[src/rtl/apbb_pkg.sv]
package apbb_pkg;

  localparam int unsigned DW = 32;

  // register byte offsets that software depends on
  localparam int unsigned OFS_IDENT  = 'h00;
  localparam int unsigned OFS_LAUNCH = 'h04;
  localparam int unsigned OFS_STAT   = 'h48;
  localparam int unsigned STAT_BIT0  = 16;

  // per-channel staged block: enable, direction, width, address, data
  function automatic int unsigned stage_base(input int unsigned ch);
    return 'h10 + ch * 'h18;
  endfunction

  function automatic int unsigned result_ofs(input int unsigned ch);
    return 'h84 + ch * 'h0C;
  endfunction

  // keep only the byte lanes covered by a width code
  function automatic logic [DW-1:0] lane_keep(input logic [1:0] code);
    logic [DW-1:0] m;
    case (code)
      2'd0:    m = DW'(32'h0000_00FF);
      2'd1:    m = DW'(32'h0000_FFFF);
      default: m = '1;
    endcase
    return m;
  endfunction

endpackage

[src/rtl/apbb_rst_sync.sv]
module apbb_rst_sync #(
  parameter int unsigned STAGES = 2
) (
  input  logic clk,
  input  logic rst_n,
  output logic rst_n_sync
);
  logic [STAGES-1:0] chain_q;
  logic [STAGES-1:0] chain_d;

  always_comb chain_d = {chain_q[STAGES-2:0], 1'b1};

  always_ff @(posedge clk or negedge rst_n) begin
    if (!rst_n) chain_q <= '0;
    else        chain_q <= chain_d;
  end

  assign rst_n_sync = chain_q[STAGES-1];
endmodule

[src/rtl/apbb_launch.sv]
module apbb_launch
  import apbb_pkg::*;
#(
  parameter int unsigned DNAW = 32
) (
  input  logic            clk,
  input  logic            rst_n,
  input  logic            trig_i,
  input  logic [1:0]      sel_en_i,
  input  logic [1:0]      mode_rd_i,
  input  logic [DW-1:0]   size_i  [2],
  input  logic [DNAW-1:0] addr_i  [2],
  input  logic [DW-1:0]   wdata_i [2],
  output logic            busy_o,
  output logic            dn_req_o,
  output logic            dn_chan_o,
  output logic            dn_we_o,
  output logic [1:0]      dn_size_o,
  output logic [DNAW-1:0] dn_addr_o,
  output logic [DW-1:0]   dn_wdata_o,
  input  logic            dn_ack_i,
  input  logic            dn_err_i,
  input  logic [DW-1:0]   dn_rdata_i,
  output logic            cpl_ok_o,
  output logic            cpl_rd_o,
  output logic            cpl_chan_o,
  output logic [DW-1:0]   cpl_rdata_o
);

  logic            busy_q, busy_d;
  logic            ch_q, ch_d;
  logic            we_q, we_d;
  logic [1:0]      sz_q, sz_d;
  logic [DNAW-1:0] addr_q, addr_d;
  logic [DW-1:0]   wd_q, wd_d;

  logic            pick;
  logic            one_hot;
  logic [DW-1:0]   sz_word;
  logic            size_ok;
  logic            launch;

  always_comb begin
    pick    = sel_en_i[1];
    one_hot = sel_en_i[0] ^ sel_en_i[1];
    sz_word = size_i[pick];
    size_ok = (sz_word[DW-1:2] == '0) && (sz_word[1:0] != 2'd2);
    launch  = trig_i && !busy_q && one_hot && size_ok;
  end

  always_comb begin
    busy_d = busy_q;
    ch_d   = ch_q;
    we_d   = we_q;
    sz_d   = sz_q;
    addr_d = addr_q;
    wd_d   = wd_q;
    if (launch) begin
      busy_d = 1'b1;
      ch_d   = pick;
      we_d   = ~mode_rd_i[pick];
      sz_d   = sz_word[1:0];
      addr_d = addr_i[pick];
      wd_d   = wdata_i[pick] & lane_keep(sz_word[1:0]);
    end else if (busy_q && dn_ack_i) begin
      busy_d = 1'b0;
    end
  end

  always_ff @(posedge clk or negedge rst_n) begin
    if (!rst_n) begin
      busy_q <= 1'b0;
      ch_q   <= 1'b0;
      we_q   <= 1'b0;
      sz_q   <= '0;
      addr_q <= '0;
      wd_q   <= '0;
    end else begin
      busy_q <= busy_d;
      if (launch) begin
        ch_q   <= ch_d;
        we_q   <= we_d;
        sz_q   <= sz_d;
        addr_q <= addr_d;
        wd_q   <= wd_d;
      end
    end
  end

  assign busy_o      = busy_q;
  assign dn_req_o    = busy_q;
  assign dn_chan_o   = ch_q;
  assign dn_we_o     = we_q;
  assign dn_size_o   = sz_q;
  assign dn_addr_o   = addr_q;
  assign dn_wdata_o  = wd_q;
  assign cpl_ok_o    = busy_q && dn_ack_i && !dn_err_i;
  assign cpl_rd_o    = busy_q && dn_ack_i && !dn_err_i && !we_q;
  assign cpl_chan_o  = ch_q;
  assign cpl_rdata_o = dn_rdata_i & lane_keep(sz_q);

  // request and its fields hold until acknowledged
  p_req_hold_r12: assert property (@(posedge clk) disable iff (!rst_n)
    dn_req_o && !dn_ack_i |=> dn_req_o && $stable(dn_addr_o) && $stable(dn_chan_o)
                             && $stable(dn_we_o) && $stable(dn_size_o));

  // an acknowledge ends the request
  p_ack_ends_r12: assert property (@(posedge clk) disable iff (!rst_n)
    dn_req_o && dn_ack_i |=> !dn_req_o);

  // a request only starts after a launch write
  p_launch_cause_r3: assert property (@(posedge clk) disable iff (!rst_n)
    $rose(dn_req_o) |-> $past(trig_i));

  // the unsupported width code never reaches the port
  p_size_legal_r6: assert property (@(posedge clk) disable iff (!rst_n)
    dn_req_o |-> dn_size_o != 2'd2);

  // unused byte lanes are zero on narrow writes
  p_wdata_lanes_r11: assert property (@(posedge clk) disable iff (!rst_n)
    dn_req_o && dn_size_o == 2'd0 |-> dn_wdata_o[DW-1:8] == '0);

endmodule

[src/rtl/apbb_regs.sv]
module apbb_regs
  import apbb_pkg::*;
#(
  parameter int unsigned AW      = 12,
  parameter int unsigned DNAW    = 32,
  parameter logic [31:0] IDENT   = 32'h0000_00A1
) (
  input  logic            clk,
  input  logic            rst_n,
  input  logic            psel,
  input  logic            penable,
  input  logic            pwrite,
  input  logic [AW-1:0]   paddr,
  input  logic [DW-1:0]   pwdata,
  output logic [DW-1:0]   prdata,
  output logic            trig_o,
  input  logic            busy_i,
  output logic [1:0]      sel_en_o,
  output logic [1:0]      mode_rd_o,
  output logic [DW-1:0]   size_o  [2],
  output logic [DNAW-1:0] addr_o  [2],
  output logic [DW-1:0]   wdata_o [2],
  input  logic            cpl_ok_i,
  input  logic            cpl_rd_i,
  input  logic            cpl_chan_i,
  input  logic [DW-1:0]   cpl_rdata_i
);
  localparam int unsigned WAW = AW - 2;

  logic [WAW-1:0] wa;
  logic           aligned;
  logic           acc;
  logic           wr;

  always_comb begin
    wa      = paddr[AW-1:2];
    aligned = (paddr[1:0] == 2'b00);
    acc     = psel && penable && aligned;
    wr      = acc && pwrite;
  end

  function automatic logic hit(input logic [WAW-1:0] w, input int unsigned ofs);
    return w == WAW'(ofs >> 2);
  endfunction

  assign trig_o = wr && hit(wa, OFS_LAUNCH);

  logic [DW-1:0]   sel_q  [2];
  logic [DW-1:0]   mode_q [2];
  logic [DW-1:0]   size_q [2];
  logic [DNAW-1:0] addr_q [2];
  logic [DW-1:0]   wd_q   [2];
  logic [DW-1:0]   rd_q   [2];
  logic [1:0]      done_q;

  for (genvar c = 0; c < 2; c++) begin : g_ch
    localparam int unsigned BASE = stage_base(c);
    localparam int unsigned RES  = result_ofs(c);

    logic [DW-1:0]   sel_d, mode_d, size_d, wd_d, rd_d;
    logic [DNAW-1:0] addr_d;
    logic            done_d;
    logic            clr;

    always_comb begin
      sel_d  = sel_q[c];
      mode_d = mode_q[c];
      size_d = size_q[c];
      addr_d = addr_q[c];
      wd_d   = wd_q[c];
      if (wr && hit(wa, BASE + 'h00)) sel_d  = pwdata;
      if (wr && hit(wa, BASE + 'h04)) mode_d = pwdata;
      if (wr && hit(wa, BASE + 'h08)) size_d = pwdata;
      if (wr && hit(wa, BASE + 'h0C)) addr_d = DNAW'(pwdata);
      if (wr && hit(wa, BASE + 'h10)) wd_d   = pwdata;
      rd_d   = (cpl_rd_i && cpl_chan_i == 1'(c)) ? cpl_rdata_i : rd_q[c];
      clr    = wr && hit(wa, OFS_STAT) && pwdata[STAT_BIT0 + c];
      done_d = (cpl_ok_i && cpl_chan_i == 1'(c)) || (done_q[c] && !clr);
    end

    always_ff @(posedge clk or negedge rst_n) begin
      if (!rst_n) begin
        sel_q[c]  <= '0;
        mode_q[c] <= '0;
        size_q[c] <= '0;
        addr_q[c] <= '0;
        wd_q[c]   <= '0;
        rd_q[c]   <= '0;
        done_q[c] <= 1'b0;
      end else begin
        sel_q[c]  <= sel_d;
        mode_q[c] <= mode_d;
        size_q[c] <= size_d;
        addr_q[c] <= addr_d;
        wd_q[c]   <= wd_d;
        rd_q[c]   <= rd_d;
        done_q[c] <= done_d;
      end
    end

    assign sel_en_o[c]  = sel_q[c][0];
    assign mode_rd_o[c] = mode_q[c][0];
    assign size_o[c]    = size_q[c];
    assign addr_o[c]    = addr_q[c];
    assign wdata_o[c]   = wd_q[c];

    // result register only moves on a good read completion of its channel
    p_result_hold_r8: assert property (@(posedge clk) disable iff (!rst_n)
      !(cpl_rd_i && cpl_chan_i == 1'(c)) |=> $stable(rd_q[c]));

    // done flag stays set unless software writes 1 to it
    p_done_sticky_r7: assert property (@(posedge clk) disable iff (!rst_n)
      done_q[c] && !(wr && hit(wa, OFS_STAT) && pwdata[STAT_BIT0 + c]) |=> done_q[c]);

    // an errored or absent completion never raises the flag
    p_done_cause_r9: assert property (@(posedge clk) disable iff (!rst_n)
      $rose(done_q[c]) |-> $past(cpl_ok_i) && $past(cpl_chan_i) == 1'(c));
  end

  always_comb begin
    prdata = '0;
    if (acc) begin
      if (hit(wa, OFS_IDENT))  prdata = IDENT;
      if (hit(wa, OFS_LAUNCH)) prdata = DW'(busy_i);
      if (hit(wa, OFS_STAT))   prdata = DW'(done_q) << STAT_BIT0;
      for (int c = 0; c < 2; c++) begin
        if (hit(wa, stage_base(c) + 'h00)) prdata = sel_q[c];
        if (hit(wa, stage_base(c) + 'h04)) prdata = mode_q[c];
        if (hit(wa, stage_base(c) + 'h08)) prdata = size_q[c];
        if (hit(wa, stage_base(c) + 'h0C)) prdata = DW'(addr_q[c]);
        if (hit(wa, stage_base(c) + 'h10)) prdata = wd_q[c];
        if (hit(wa, result_ofs(c)))        prdata = rd_q[c];
      end
    end
  end

endmodule

[src/rtl/apb_dual_bridge.sv]
module apb_dual_bridge
  import apbb_pkg::*;
#(
  parameter int unsigned AW    = 12,
  parameter int unsigned DNAW  = 32,
  parameter logic [31:0] IDENT = 32'h0000_00A1
) (
  input  logic            clk,
  input  logic            rst_n,
  input  logic            psel,
  input  logic            penable,
  input  logic            pwrite,
  input  logic [AW-1:0]   paddr,
  input  logic [DW-1:0]   pwdata,
  output logic [DW-1:0]   prdata,
  output logic            pready,
  output logic            pslverr,
  output logic            dn_req,
  output logic            dn_chan,
  output logic            dn_we,
  output logic [1:0]      dn_size,
  output logic [DNAW-1:0] dn_addr,
  output logic [DW-1:0]   dn_wdata,
  input  logic            dn_ack,
  input  logic            dn_err,
  input  logic [DW-1:0]   dn_rdata
);
  logic            rst_ns;
  logic            trig;
  logic            busy;
  logic [1:0]      sel_en, mode_rd;
  logic [DW-1:0]   size_w  [2];
  logic [DNAW-1:0] addr_w  [2];
  logic [DW-1:0]   wdata_w [2];
  logic            cpl_ok, cpl_rd, cpl_chan;
  logic [DW-1:0]   cpl_rdata;

  apbb_rst_sync #(.STAGES(2)) u_rst (
    .clk(clk), .rst_n(rst_n), .rst_n_sync(rst_ns)
  );

  apbb_regs #(.AW(AW), .DNAW(DNAW), .IDENT(IDENT)) u_regs (
    .clk(clk), .rst_n(rst_ns),
    .psel(psel), .penable(penable), .pwrite(pwrite), .paddr(paddr),
    .pwdata(pwdata), .prdata(prdata),
    .trig_o(trig), .busy_i(busy),
    .sel_en_o(sel_en), .mode_rd_o(mode_rd),
    .size_o(size_w), .addr_o(addr_w), .wdata_o(wdata_w),
    .cpl_ok_i(cpl_ok), .cpl_rd_i(cpl_rd), .cpl_chan_i(cpl_chan),
    .cpl_rdata_i(cpl_rdata)
  );

  apbb_launch #(.DNAW(DNAW)) u_launch (
    .clk(clk), .rst_n(rst_ns), .trig_i(trig),
    .sel_en_i(sel_en), .mode_rd_i(mode_rd),
    .size_i(size_w), .addr_i(addr_w), .wdata_i(wdata_w),
    .busy_o(busy),
    .dn_req_o(dn_req), .dn_chan_o(dn_chan), .dn_we_o(dn_we),
    .dn_size_o(dn_size), .dn_addr_o(dn_addr), .dn_wdata_o(dn_wdata),
    .dn_ack_i(dn_ack), .dn_err_i(dn_err), .dn_rdata_i(dn_rdata),
    .cpl_ok_o(cpl_ok), .cpl_rd_o(cpl_rd), .cpl_chan_o(cpl_chan),
    .cpl_rdata_o(cpl_rdata)
  );

  assign pready  = 1'b1;
  assign pslverr = 1'b0;

endmodule

[config.mk]
export PLATFORM = sky130hd
export DESIGN_NAME = apb_dual_bridge
export DESIGN_NICKNAME = d
export VERILOG_FILES = /design/src/rtl/apbb_pkg.sv /design/src/rtl/apbb_rst_sync.sv /design/src/rtl/apbb_launch.sv /design/src/rtl/apbb_regs.sv /design/src/rtl/apb_dual_bridge.sv
export SDC_FILE = /design/constraint.sdc
export NUM_CORES = 1
export LEC_CHECK = 0
export CAP_MARGIN = 20
export CORE_MARGIN = 5
export CORE_UTILIZATION = 50
export CTS_CLUSTER_SIZE = 30
export DETAILED_ROUTE_END_ITERATION = 8
export DONT_BUFFER_PORTS = 1
export SYNTH_ARGS = -nofsm -noshare
export SYNTH_HDL_FRONTEND = slang
export SYNTH_HIERARCHICAL = 1
export SYNTH_SLANG_ARGS = --single-unit
[constraint.sdc]
create_clock -name clk -period 32.7 [get_ports clk]
set_clock_uncertainty 0.1 [all_clocks]
set_input_delay 8.175 -clock clk [delete_from_list [all_inputs] [get_ports clk]]
set_output_delay 8.175 -clock clk [all_outputs]
set_load 0.005 [all_outputs]
==> summary.md <==
| Metric | Value |
|---|---|
| Met3 Usage GRT | `7.308%` |
| Setup crit end kind | `primary output` |
| Max Clock Freq | `51.53 MHz` |
| Synth Flop Type | `dfrtp_1` |
| Longest Clk Path Bufs | `3` |
| Initial cell density of the core | `50.55%` |
| Initial antenna violation count | `1` |
| Clock tree from TritonCTS | `built` |
| PortBufs | `0` |
| Max-cap check violation count | `0` |
| Total iterations of the first detailed-routing run | `6` |
| Pwr Density | `47.87 mW/mm^2` |
| NumNets Final | `1818` |
| Seq/Total Area, Yosys | `51.05%` |
| Root Buffer | `clkbuf_16` |
| GR Layer Usage met1 | `40.17%` |
| Period utilization | `59.35%` |
| Routing usage on met2 | `46.93%` |
| Total negative slack | `0 ns` |
| Post-route cell area | `0.02432 sq mm` |
| Post CTS Setup Buffer Count | `0` |
| GR Overflow Total | `0` |
| Worst hold path depth | `0` |
| First-pass GRT wire length | `110600 um` |
| Cell count after placement | `2272` |
| Power after layout | `1.164 mW` |
| Mapped Cells | `1788` |
| Global route hottest layer | `met2` |
| Final Max Slew Viols | `0` |
| Routed WL | `75240 um` |
| H-tree depth | `2` |
| Mapped Area | `0.02240 sq mm` |
| Status | `finished clean` |
| Critical Path Source Type | `input port` |
| WL/cell | `31.85 um` |
| Post_cts resized | `0` |
| Post-route ant nets | `0` |
| Clock latency on the worst-skew pair | `0.59 ns` |
| Largest net degree at the start of global routing | `181` |
| Worst Path Required | `24.42 ns` |
| Max-slew headroom | `25.38%` |
| WP data arrival | `11.13 ns` |
| Vias/cell | `6.564` |
| Die height | `221.7 um` |
| Final Hold Vio Count | `0` |
| Placer Congestion | `0.9760` |
| Hold buffers post-CTS | `0` |
| Synth cell types | `76` |
| Cell Count, Final, Fillers Out | `2362` |
| DIE WIDTH | `221.7 um` |
| Initial drt markers | `1499` |
| DRC | `0` |
| FF-to-FF path depth | `5` |
| Leakage | `11.25 nW` |
| Die area | `0.04914 sq mm` |
| GRT Total Usage | `29.83%` |
| Core area | `0.04432 sq mm` |
| Register bit count reported by yosys | `457` |
| Layout cells sized above 1 | `35.71%` |
| RSZ-0062 raised after global routing | `no` |
| Syn nets | `1871` |
| Syn Area/Cell | `12.53 sq um` |
| Final core utilization | `54.87%` |
| CP max FO | `17` |
| Clock-pin slew on the worst setup and hold paths | `0.06 ns` |
| Area Overhead vs Synth | `8.545%` |
| EDFF count, synth | `0` |
| Post-DP HPWL | `48720 um` |
| Setup Viol. Count Final | `0` |
| Yosys warns | `6` |
| Rows | `77` |
| Placed cell areas | `0.02267 sq mm` |
| Hold_ws | `0.2509 ns` |
| Post-route minimum period | `19.41 ns` |
| Worst setup slack after layout | `13.29 ns` |
| Worst-Margin Slew | `1.115 ns` |
| Max VDD drop | `0.03845 mV` |
| Setup Slack @ Placement | `13.33 ns` |
| Vias | `15504` |
| # IOs | `186` |
| Vias in the first global route | `15724` |
| CTS buffer count | `50` |
| Clock sink count | `457` |
| # fillers | `3767` |
| Worst min-delay path class | `flop to flop` |
| Diode count | `0` |
| Kind of critical path | `input port to primary output` |
| Asr flop ratio synth | `100.0%` |
-- cells by family after synthesis --
| family | after synthesis | synth area share [%] |
|---|---|---|
| AND/OR/NAND/NOR | 312 | 7.563 |
| multiplexers | 544 | 28.17 |
| buffers and inverters | 153 | 3.854 |
| other | 3 | 0.05026 |
| flip-flops | 457 | 51.05 |
| AO/OA/AOI/OAI | 319 | 9.316 |
-- metal layers --
metal | wire length (um) | vias to the layer above
met5 | 11 | -
met4 | 3505 | 2
met3 | 6591 | 180
met2 | 34830 | 724
met1 | 30300 | 8093
li1 | - | 6505
-- report_power, final --
group          switching [mW]  internal (mW)
sequential            0.00197          0.566
clock                   0.230          0.335
combinational          0.0233        0.00762
-- flip-flops by register name, summed over array words and instances, names as in the netlist --
signal	count
u_regs/addr_o	64
u_regs/rd_q	64
u_regs/size_o	64
u_regs/wdata_o	64
u_regs/mode_q	62
u_regs/sel_q	62
u_launch/dn_addr_o	32
u_launch/dn_wdata_o	32
u_launch/dn_size_o	2
u_regs/done_q	2
u_regs/mode_rd_o	2
u_regs/sel_en_o	2
u_rst/chain_q	2
u_launch/busy_o	1
u_launch/cpl_chan_o	1
u_launch/dn_we_o	1
-- cell usage after synthesis (5+ instances only) --
cell / n / share of area [%]
a221oi_1: 13 / 0.51
a21oi_1: 57 / 1.3
inv_1: 11 / 0.18
nand2_1: 72 / 1.2
mux4_2: 17 / 1.7
a22o_1: 12 / 0.47
or3_1: 8 / 0.22
o211ai_1: 8 / 0.27
nor2_1: 69 / 1.2
clkbuf_1: 38 / 0.64
buf_4: 37 / 1.2
o221ai_1: 6 / 0.23
buf_2: 44 / 0.98
nand2b_1: 12 / 0.34
mux2i_1: 36 / 1.6
mux2_4: 7 / 0.47
and3_1: 7 / 0.20
nor3_2: 9 / 0.40
buf_6: 9 / 0.45
nor4_1: 13 / 0.36
mux2_2: 463 / 23
mux2_1: 20 / 1.0
o21ai_0: 91 / 2.0
nor2b_1: 22 / 0.61
dfrtp_1: 457 / 51
a211oi_1: 10 / 0.34
nand3_1: 26 / 0.58
o32ai_1: 5 / 0.20
a22oi_1: 33 / 1.1
o22ai_1: 30 / 0.84
o2bb2ai_1: 8 / 0.31
buf_1: 12 / 0.20
and2_1: 18 / 0.50
nor3_1: 17 / 0.38
a31oi_1: 9 / 0.25
-- worst max-delay path, cell delays in order --
cell	delay [ns]
or4b_1	1.00
nor3_4	0.87
buf_4	0.40
a22oi_1	0.14
a211oi_1	0.31
o22a_1	0.22
-- cell type report --
type,count,area [sq um],area share [%]
multi-input combinational,1178,10180,41.85
clock buffer,81,1541,6.339
tap,592,740.7,3.046
timing repair buffer,37,289.0,1.189
clock inverter,6,82.58,0.3396
inverter,11,41.29,0.1698
sequential,457,11440,47.06
-- path summary, 6_finish.rpt --
path,startpoint,endpoint,slack [ns]
max in group asynchronous,rst_n,u_rst/chain_q[1],25.25
worst max register to register,u_regs/sel_en_o[1],u_launch/dn_wdata_o[5],28.08
worst min-delay path,u_rst/chain_q[0],u_rst/chain_q[1],0.25
min in group asynchronous,u_rst/chain_q[1],u_launch/dn_addr_o[2],0.34
worst min register to register,u_rst/chain_q[0],u_rst/chain_q[1],0.25
worst max-delay path,paddr[11],prdata[24],13.29
-- cell usage in the layout (no fill, tap or decap), types with 20 or more instances in the layout --
| master | n |
|---|---|
| dfrtp_1 | 455 |
| nand2_1 | 71 |
| a22oi_1 | 33 |
| nor2_1 | 69 |
| mux2_1 | 20 |
| nor2b_1 | 20 |
| nand3_1 | 26 |
| o21ai_0 | 91 |
| o22ai_1 | 30 |
| clkbuf_16 | 53 |
| buf_4 | 33 |
| a21oi_1 | 57 |
| mux2_2 | 463 |
| mux2i_1 | 36 |
Note: power is estimated with default switching activity, not from simulation.
